## src/rtl/hart_runctl_agg.sv

```systemverilog
module hart_runctl_agg #(
  parameter int NUM_HARTS = 4,
  parameter bit HAS_MASK  = 1'b1,
  parameter int ADDR_W    = 2
) (
  input  logic                 clk,
  input  logic                 rst_n,
  input  logic                 reg_wr,
  input  logic [ADDR_W-1:0]    reg_waddr,
  input  logic [31:0]          reg_wdata,
  input  logic [ADDR_W-1:0]    reg_raddr,
  output logic [31:0]          reg_rdata,
  input  logic [NUM_HARTS-1:0] hart_halted,
  input  logic [NUM_HARTS-1:0] hart_running,
  input  logic [NUM_HARTS-1:0] hart_unavail,
  input  logic [NUM_HARTS-1:0] hart_resume_ack,
  input  logic [NUM_HARTS-1:0] hart_reset_seen,
  output logic [NUM_HARTS-1:0] halt_req,
  output logic [NUM_HARTS-1:0] resume_req,
  output logic [NUM_HARTS-1:0] hart_reset,
  output logic [NUM_HARTS-1:0] halt_on_reset
);
  localparam int IDX_W  = 20;
  localparam int NCOND  = 6;
  localparam logic [ADDR_W-1:0] A_CTRL = ADDR_W'(0);
  localparam logic [ADDR_W-1:0] A_STAT = ADDR_W'(1);
  localparam logic [ADDR_W-1:0] A_MASK = ADDR_W'(2);

  logic [IDX_W-1:0]     idx_q;
  logic                 men_q;
  logic [NUM_HARTS-1:0] mask_q, rack_q, hrst_q;
  logic [NUM_HARTS-1:0] sel, wsel;

  wire              ctrl_wr = reg_wr && (reg_waddr == A_CTRL);
  wire              mask_wr = reg_wr && (reg_waddr == A_MASK);
  wire [IDX_W-1:0]  w_idx   = {reg_wdata[15:6], reg_wdata[25:16]};
  wire              w_men   = HAS_MASK && reg_wdata[26];
  wire              w_halt  = reg_wdata[31];
  wire              w_res   = reg_wdata[30];
  wire              w_rst   = reg_wdata[29];
  wire              w_ack   = reg_wdata[28];
  wire              w_seth  = reg_wdata[3];
  wire              w_clrh  = reg_wdata[2];
  wire              idx_oob = idx_q >= IDX_W'(NUM_HARTS);

  for (genvar i = 0; i < NUM_HARTS; i++) begin : g_sel
    assign sel[i]  = (idx_q == IDX_W'(i)) | (men_q & mask_q[i]);
    assign wsel[i] = (w_idx == IDX_W'(i)) | (w_men & mask_q[i]);
  end

  logic [NUM_HARTS-1:0] cond [NCOND];
  assign cond[0] = hart_halted;
  assign cond[1] = hart_running;
  assign cond[2] = hart_unavail;
  assign cond[3] = '0;
  assign cond[4] = rack_q;
  assign cond[5] = hrst_q;

  logic [NCOND-1:0] st_any, st_all;
  for (genvar c = 0; c < NCOND; c++) begin : g_sum
    localparam bit OOB_VAL = (c == 3);
    assign st_any[c] = (|(sel & cond[c])) | (idx_oob & OOB_VAL);
    assign st_all[c] = (&(~sel | cond[c])) & (~idx_oob | OOB_VAL);
  end

  logic [31:0] stat_word;
  always_comb begin
    stat_word = '0;
    for (int c = 0; c < NCOND; c++) begin
      stat_word[2*c]   = st_any[c];
      stat_word[2*c+1] = st_all[c];
    end
  end

  always_comb begin
    reg_rdata = '0;
    case (reg_raddr)
      A_CTRL: begin
        reg_rdata[25:16] = idx_q[9:0];
        reg_rdata[15:6]  = idx_q[19:10];
        reg_rdata[26]    = men_q;
      end
      A_STAT: reg_rdata = stat_word;
      A_MASK: reg_rdata[NUM_HARTS-1:0] = mask_q;
      default: reg_rdata = '0;
    endcase
  end

  always_ff @(posedge clk or negedge rst_n) begin
    if (!rst_n) begin
      idx_q  <= '0;
      men_q  <= 1'b0;
      mask_q <= '0;
    end else begin
      if (ctrl_wr) begin
        idx_q <= w_idx;
        men_q <= w_men;
      end
      if (mask_wr && HAS_MASK) mask_q <= reg_wdata[NUM_HARTS-1:0];
    end
  end

  always_ff @(posedge clk or negedge rst_n) begin
    if (!rst_n) begin
      halt_req      <= '0;
      resume_req    <= '0;
      hart_reset    <= '0;
      halt_on_reset <= '0;
      rack_q        <= '0;
      hrst_q        <= '0;
    end else begin
      for (int i = 0; i < NUM_HARTS; i++) begin
        if (hart_resume_ack[i] && resume_req[i]) begin
          resume_req[i] <= 1'b0;
          rack_q[i]     <= 1'b1;
        end
        if (hart_reset_seen[i]) hrst_q[i] <= 1'b1;
        else if (ctrl_wr && wsel[i] && w_ack) hrst_q[i] <= 1'b0;
        if (ctrl_wr && wsel[i]) begin
          halt_req[i]   <= w_halt;
          hart_reset[i] <= w_rst;
          if (w_res && !w_halt && hart_halted[i]) begin
            resume_req[i] <= 1'b1;
            rack_q[i]     <= 1'b0;
          end
          if (w_clrh)      halt_on_reset[i] <= 1'b0;
          else if (w_seth) halt_on_reset[i] <= 1'b1;
        end
      end
    end
  end

  AST_ALL_NEEDS_ANY: assert property (@(posedge clk) disable iff (!rst_n)
    (st_all & ~st_any) == '0);
  AST_SINGLE_SELECT: assert property (@(posedge clk) disable iff (!rst_n)
    !men_q |-> $countones(sel) <= 1);
  AST_HALT_BLOCKS_RESUME: assert property (@(posedge clk) disable iff (!rst_n)
    (ctrl_wr && w_halt) |=> (resume_req & ~$past(resume_req)) == '0);
  AST_RESUME_ONLY_HALTED: assert property (@(posedge clk) disable iff (!rst_n)
    (resume_req & ~$past(resume_req) & ~$past(hart_halted)) == '0);
  AST_ACK_CLEARS_SEEN: assert property (@(posedge clk) disable iff (!rst_n)
    (ctrl_wr && w_ack && hart_reset_seen == '0) |=> (hrst_q & $past(wsel)) == '0);
  AST_CLEAR_WINS: assert property (@(posedge clk) disable iff (!rst_n)
    (ctrl_wr && w_clrh) |=> (halt_on_reset & $past(wsel)) == '0);
endmodule

```

## config.mk

```make
export PLATFORM = sky130hd
export DESIGN_NAME = hart_runctl_agg
export DESIGN_NICKNAME = d
export VERILOG_FILES = /design/src/rtl/hart_runctl_agg.sv
export SDC_FILE = /design/constraint.sdc
export NUM_CORES = 1
export LEC_CHECK = 0
export ABC_AREA = 0
export BUFFER_PORTS_ARGS = -buffer_cell sky130_fd_sc_hd__buf_2
export CORE_ASPECT_RATIO = 1.2
export CORE_MARGIN = 2
export CORE_UTILIZATION = 45
export DETAILED_ROUTE_END_ITERATION = 8
export GPL_ROUTABILITY_DRIVEN = 0
export PLACE_DENSITY = 0.74
export SLEW_MARGIN = 20
export SYNTH_ARGS = -nofsm -noshare
export SYNTH_HDL_FRONTEND = slang
export SYNTH_SLANG_ARGS = --single-unit
```

## constraint.sdc

```tcl
create_clock -name clk -period 2.8 [get_ports clk]
set_input_delay 0.28 -clock clk [delete_from_list [all_inputs] [get_ports clk]]
set_output_delay 0.28 -clock clk [all_outputs]
set_load 0.01 [all_outputs]
```

=== Yosys cells after proc, flatten, opt, wreduce, memory -nomap -nowiden ===
Cells that the tools add are included.

* Order comparisons: 1
* Equality and inequality tests: 9
* Multiplexer cells: 37
* Bitwise gates (word level): 33
* Reductions and logical operators: 44

{| class="wikitable"
|+ Operator list
! operator !! count
|-
| == test 20 x 2 -> 1 bit (second input constant) || 4
|-
| case mux 21 bit (2 select lines) || 1
|-
| == test 20 x 1 -> 1 bit (second input constant) || 2
|-
| logical NOT 20 bit || 2
|-
| two-way mux 1 bit || 34
|-
| AND reduction 4 bit || 6
|-
| bitwise AND 4 bit || 5
|-
| greater-or-equal comparator 20 x 3 -> 1 bit (second input constant) || 1
|-
| bitwise OR 4 bit || 5
|-
| OR reduction 4 bit || 5
|-
| logical AND 1 bit || 19
|-
| bitwise AND 1 bit || 13
|-
| nonzero test 2 bit || 5
|-
| bitwise OR 1 bit || 8
|-
| case mux 4 bit (2 select lines) || 1
|-
| AND reduction 2 bit || 4
|-
| == test 2 bit (second input constant) || 2
|-
| logical NOT 2 bit || 2
|-
| inverter 4 bit || 1
|-
| == test 2 x 1 -> 1 bit (second input constant) || 1
|-
| two-way mux 2 bit || 1
|-
| logical NOT 1 bit || 1
|-
| inverter 1 bit || 1
|}

* Register bits after elaboration: 49
* Word-level logic and storage cells: 145

=== Longest topological paths before layout ===
Gate-level depths: netlist (run 1).

* Depth after elaboration: 7
* Mapped depth: 6

=== Worst setup path after synthesis (run 1) ===
No wires, ideal clock.

* Path type: reg2out
* Start: register idx_q[19]
* End: output reg_rdata[5]
* Data arrival time: 1.689 ns
* Setup slack: 0.831 ns
* Stages on the path, launching flop included: 6
* Path through: dfrtp_1 > nor4_4 > nand3_2 > nor4_4 > o221ai_2 > a2111oi_2

* Word-level cells in the longest chain between the ends: 7

{| class="wikitable"
|+ RTL lines
! item !! RTL line !! text
|-
| start: declaration || 29 || <nowiki>logic [IDX_W-1:0] idx_q;</nowiki>
|-
| start signal: assignment || 96 || <nowiki>idx_q <= w_idx;</nowiki>
|-
| branches (longest 5 deep; another with greater-or-equal comparator 20 x 3 -> 1 bit) || -- ||
|-
| bitwise AND 1 bit (*) || 63 || <nowiki>assign st_all[c] = (&(~sel | cond[c])) & (~idx_oob | OOB_VAL);</nowiki>
|-
| two-way mux 2 bit (*) || 77 || <nowiki>case (reg_raddr)</nowiki>
|-
| end: declaration || 12 || <nowiki>output logic [31:0] reg_rdata,</nowiki>
|}

Every way passes the cells marked *.

=== Final worst setup path (run 1) ===
* Start: register idx_q[18]
* End: output reg_rdata[11]

* Word-level cells in the longest chain between the ends: 7

{| class="wikitable"
|+ RTL lines
! item !! RTL line
|-
| branches (longest 5 deep; another with greater-or-equal comparator 20 x 3 -> 1 bit) || --
|-
| bitwise AND 1 bit (*) || 63
|-
| case mux 21 bit (2 select lines) (*) || 77
|}

Marks and branches as above.

==> results.toml, run 1 <==
[status]
status = "complete, no violations"

[grt]
grt_pass1_vias = 2506
grtUsageTotal_pct = 21.55
grt_max_degree = 37
antenna_found_initial = 0
grt_first_pass_wirelength_mm = 12.05
grt_overflow = 0

[sta]
min_period_ns = 2.565
maxSlewHeadroom_pct = 46.06
setup_viol = 0
worst_pin_slew_ns = 0.8091
finalHoldViolCount = 0
skew_ns = 0.006506
drv_slew = 0
rsz0062_at_grt = "no"
fin_crit_sh_pct = 91.60
finalSetupTns_ns = 0
fmax_mhz = 389.9

[clock_network]
numCtsBuffers = 5
clkTransAtPathRegs_ns = 0.09
cts_tree = "built"
cts_resized = 0
hold_buffers = 0
cts_setup_buffers = 0
cts_buffer_depth = 2
clk_latency_ns = 0.30
root_buffer = "clkbuf_8"
clkSinkCount = 49
htreeDepth = 2

[detailed_routing]
antenna_left = 0
drt-total-wl_mm = 7.465
vias_per_cell = 5.607
first_iter_violations = 311
drc_errors = 0
avgRoutedWirePerCell_um = 16.41
vias = 2551
dr.pass1.iters = 4

[yosys]
synth_seq_cells = 49
ys.flop_type = "dfrtp_1"
ys_warn_count = 0
postSynthCellCount = 276
syn_area_per_cell_um2 = 10.24
async_reset_ff_share_pct = 100.0
ys_types = 46
seq_area_frac_synth_pct = 43.38
syn-cell-area_um2 = 2826
synth_edf_count = 0

[pwr]
ir_drop_mv = 0.3272
power.density_nw_per_um2 = 594.7
power_leakage_nw = 1.594

[placement]
hpwl_mm = 5.713
numPortBuffers = 98

[cells_and_area]
final_common_cell = "buf_2"
final_core_util_pct = 57.71
final_cell_mix = "buf_2 (98), dfrtp_1 (49), mux2_2 (33), nand2_1 (24), a21oi_1 (18)"
layout-drive-gt1-share_pct = 41.82
syn_to_final_growth_pct = 23.55
layout.nets = 434
n_antenna_cell = 0

[die]
rows = 31
die_h_um = 90.82
start_util_pct = 46.71
die_area_um2 = 6933
core-area_um2 = 6051
io_pins = 107
fp.dieW_um = 76.35

[flow_run]
drv_cap = 0

[critical_path]
worstPathMaxFanout = 4
crit_arrival_ns = 2.28
worst_setup_path_start_kind = "register"
end_kind = "output pin"
criticalPathCategory = "reg2out"
required_ns = 2.52

[hold_path]
min_path_type = "in2async"
-- state kept, by name (all words and copies together), names as in the netlist --
register,count
hart_reset,4
idx_q,20
men_q,1
rack_q,4
mask_q,4
halt_on_reset,4
hrst_q,4
halt_req,4
resume_req,4
-- through the flow --
step | setup WS (ns) | hold WS (ns) | total power, W | cell area (um2) | cells
detailed placement | 0.5362 | 0.4165 | 0.001582 | 3379 | 447
CTS | 0.1827 | 0.08533 | 0.002086 | 3492 | 455
floorplan | 0.8309 | -0.01559 | 0.001336 | 2841 | 280
finish | 0.2353 | 0.05831 | 0.002077 | 3492 | 455
global route | 0.03637 | 0.1100 | 0.002196 | 3492 | 455
global placement | 0.5234 | 0.4035 | 0.001562 | 3379 | 447
-- report_power, final --
| group | switching (W) | internal [W] |
|---|---|---|
| sequential | 0.000168 | 0.000847 |
| clock | 0.000241 | 0.000268 |
| combinational | 0.000273 | 0.000280 |
-- cells in the mapped netlist, drive strengths merged (2+ instances only) --
cell | count | area [um2]
o31ai | 4 | 30.03
nand3 | 15 | 80.08
o221ai | 5 | 50.04
nand4b | 2 | 17.52
o21ai | 14 | 85.08
inv | 8 | 30.03
a21oi | 18 | 90.09
a22o | 2 | 17.52
nor2b | 5 | 31.28
mux2i | 6 | 60.06
nor2 | 13 | 48.80
o22ai | 2 | 12.51
nand2 | 24 | 90.09
a31oi | 4 | 25.02
dfrtp | 49 | 1226
a32oi | 2 | 17.52
a21o | 5 | 37.54
o41a | 2 | 22.52
nor4 | 9 | 92.59
ha | 3 | 37.54
mux2 | 33 | 371.6
clkbuf | 9 | 33.78
and2 | 15 | 95.09
a222oi | 2 | 20.02
a22oi | 5 | 37.54
buf | 8 | 51.30
nand4 | 2 | 18.77
-- layout make-up --
class / count / area [um2]
clock buffer: 5 / 68.82
clock inverter: 3 / 43.79
fill: 561 / 2559
inverter: 8 / 30.03
multi-input combinational: 206 / 1500
sequential: 49 / 1226
tap: 82 / 102.6
timing repair buffer: 102 / 520.5
-- final timing paths --
kind,slack [ns],start,end,cells past startpoint
setup reg to reg,1.33,mask_q[3],halt_req[3],3
max in group asynchronous,2.12,rst_n,rack_q[3],2
hold / removal,0.06,rst_n,idx_q[8],1
min in group clk,0.15,hart_reset_seen[1],hrst_q[1],2
hold reg to reg,0.51,halt_req[0],halt_req[0],1
setup / recovery,0.24,idx_q[18],reg_rdata[11],6
-- layer usage --
metal | track usage, % | vias to the layer above | share of wire, %
li1 | - | 1205 | -
met1 | 28.24 | 1223 | 42
met2 | 35.40 | 107 | 49
met3 | 3.800 | 16 | 6.3
met4 | 8.485 | 0 | 2.6
met5 | 0 | - | 0
-- critical path, cell delays in order, from the launching register on --
cell	delay, ns
dfrtp_1	0.41
nor4_1	0.33
nand2_1	0.22
nor4_4	0.36
o221ai_1	0.18
o31ai_1	0.30
buf_2	0.19
-- cell families after synthesis --
kind of cell / Yosys count / share of synthesized area, %
other: 1 / 0.1327
DFF: 49 / 43.38
buffers and inverters: 25 / 4.073
adders and majority gates: 3 / 1.328
muxes: 39 / 15.27
AOI/OAI and AO/OA: 70 / 17.57
and+or+nand+nor: 89 / 18.24
Note: power is estimated with default switching activity, not from simulation.
==> run 2: changes to the inputs <==
RECOVER_POWER = 25   (was default)
==> run 2 against run 1 <==
  * The flow now finishes with violations (max-capacitance violations, max-slew violations)
  * First-iteration DRC count down 1.3%
  * Critical path depth unchanged
  * Highest routed layer unchanged
  * Sequential cell count unchanged
  * Worst setup slack got worse by 0.00076 ns
  * Global-route usage stayed put
  * Largest power group unchanged
  * Final area decreased by 0.14%
  * Combinational power is essentially flat
  * Count of clock-buffer cells in the layout is the same
==> results.toml, run 2 (synthesized netlist as in run 1, its figures left out) <==
[cells_and_area]
n_antenna_cell = 0
final_common_cell = "buf_2"
final_cell_mix = "buf_2 (97), dfrtp_1 (49), mux2_2 (33), nand2_1 (24), a21oi_1 (18)"
syn_to_final_growth_pct = 23.37
layout.nets = 434
largest_reg_flops = 20
stdcell_count = 455
top_register = "idx_q"
final_core_util_pct = 57.63
layout-drive-gt1-share_pct = 41.29
fin_area_um2 = 3487

[sta]
fmax_mhz = 389.8
rsz0062_at_grt = "no"
finalSetupTns_ns = 0
drv_slew = 37
fin_crit_sh_pct = 91.62
finalHoldViolCount = 0
skew_ns = 0.006680
min_period_ns = 2.565
worst_pin_slew_ns = 1.920
maxSlewHeadroom_pct = -28.01
setup_viol = 0

[grt]
grt_first_pass_wirelength_mm = 12.05
grt_pass1_vias = 2506
grt_max_degree = 37
grtUsageTotal_pct = 21.55
antenna_found_initial = 0
grt_overflow = 0

[pwr]
power_leakage_nw = 1.588
ir_drop_mv = 0.3269
power.density_nw_per_um2 = 595.2

[die]
core-area_um2 = 6051
die_area_um2 = 6933
rows = 31
start_util_pct = 46.71
die_h_um = 90.82
fp.dieW_um = 76.35
io_pins = 107

[detailed_routing]
drt-total-wl_mm = 7.450
drc_errors = 0
avgRoutedWirePerCell_um = 16.37
vias_per_cell = 5.611
dr.pass1.iters = 4
first_iter_violations = 307
antenna_left = 0
vias = 2553

[hold_path]
min_path_type = "in2reg"

[clock_network]
cts_buffer_depth = 2
root_buffer = "clkbuf_8"
hold_buffers = 0
htreeDepth = 2
cts_setup_buffers = 0
clkSinkCount = 49
cts_resized = 0
numCtsBuffers = 5
clkTransAtPathRegs_ns = 0.10
clk_latency_ns = 0.30
cts_tree = "built"

[status]
violations = "max-capacitance violations, max-slew violations"
status = "finished with violations"

[critical_path]
rrSetupSlack_ns = 1.33
criticalPathCategory = "reg2out"
required_ns = 2.52
worstPathMaxFanout = 4
end_kind = "output pin"
crit_arrival_ns = 2.29
worst_setup_path_start_kind = "register"

[flow_run]
drv_cap = 1

[placement]
numPortBuffers = 98
place_inst = 447
hpwl_mm = 5.713
place_area_um2 = 3379
run 2: cell types whose count changed in the layout (fill, tap and decap cells not counted), sizes merged:
cell,delta
clkbuf,+2
buf,-2
run 2: worst max-delay path: stages, from the launching register on:
cell and delay [ns]:
dfrtp_1 0.41, nor4_1 0.33, nand2_1 0.22, nor4_4 0.36
o221ai_1 0.18, o31ai_1 0.30, buf_2 0.19
run 2: per-stage QoR:
stage	setup slack [ns]	hold WS (ns)	total power [W]
6_report	0.2345	0.1510	0.002076
5_1_grt	0.03637	0.1463	0.002195
2_1_floorplan	0.8309	-0.01559	0.001336
3_5_place_dp	0.5362	0.4165	0.001582
3_3_place_gp	0.5234	0.4035	0.001562
4_1_cts	0.1827	0.08533	0.002086
run 2: area by class of cell:
type	instances	area, um2
fill	561	2564
inverter	8	30.03
clock inverter	3	43.79
sequential	49	1226
clock buffer	5	68.82
timing repair buffer	102	515.5
multi-input combinational	206	1500
tap	82	102.6
run 2: metal layers:
metal | GRT usage, % | up-vias | wire (um)
met5 | 0 | - | 0
met4 | 8.485 | 0 | 197
met3 | 3.800 | 16 | 460
met2 | 35.40 | 104 | 3681
met1 | 28.24 | 1228 | 3111
li1 | - | 1205 | -
run 2: worst paths after layout:
path,from,endpoint,cells past startpoint
worst max-delay path,idx_q[18],reg_rdata[11],6
worst min-delay path,hart_reset_seen[1],hrst_q[1],2
worst max register to register,mask_q[3],halt_req[3],3
worst min register to register,halt_req[0],halt_req[0],1
max in group asynchronous,rst_n,idx_q[0],1
min in group asynchronous,rst_n,idx_q[8],1
run 2: where the power goes:
part           leakage [nW]  switching (W)  internal [W]  total, W
clock                0.0585       0.000240      0.000268  0.000508
combinational         0.946       0.000273      0.000280  0.000553
sequential            0.584       0.000168      0.000847   0.00102
total                  1.59       0.000681       0.00139   0.00208
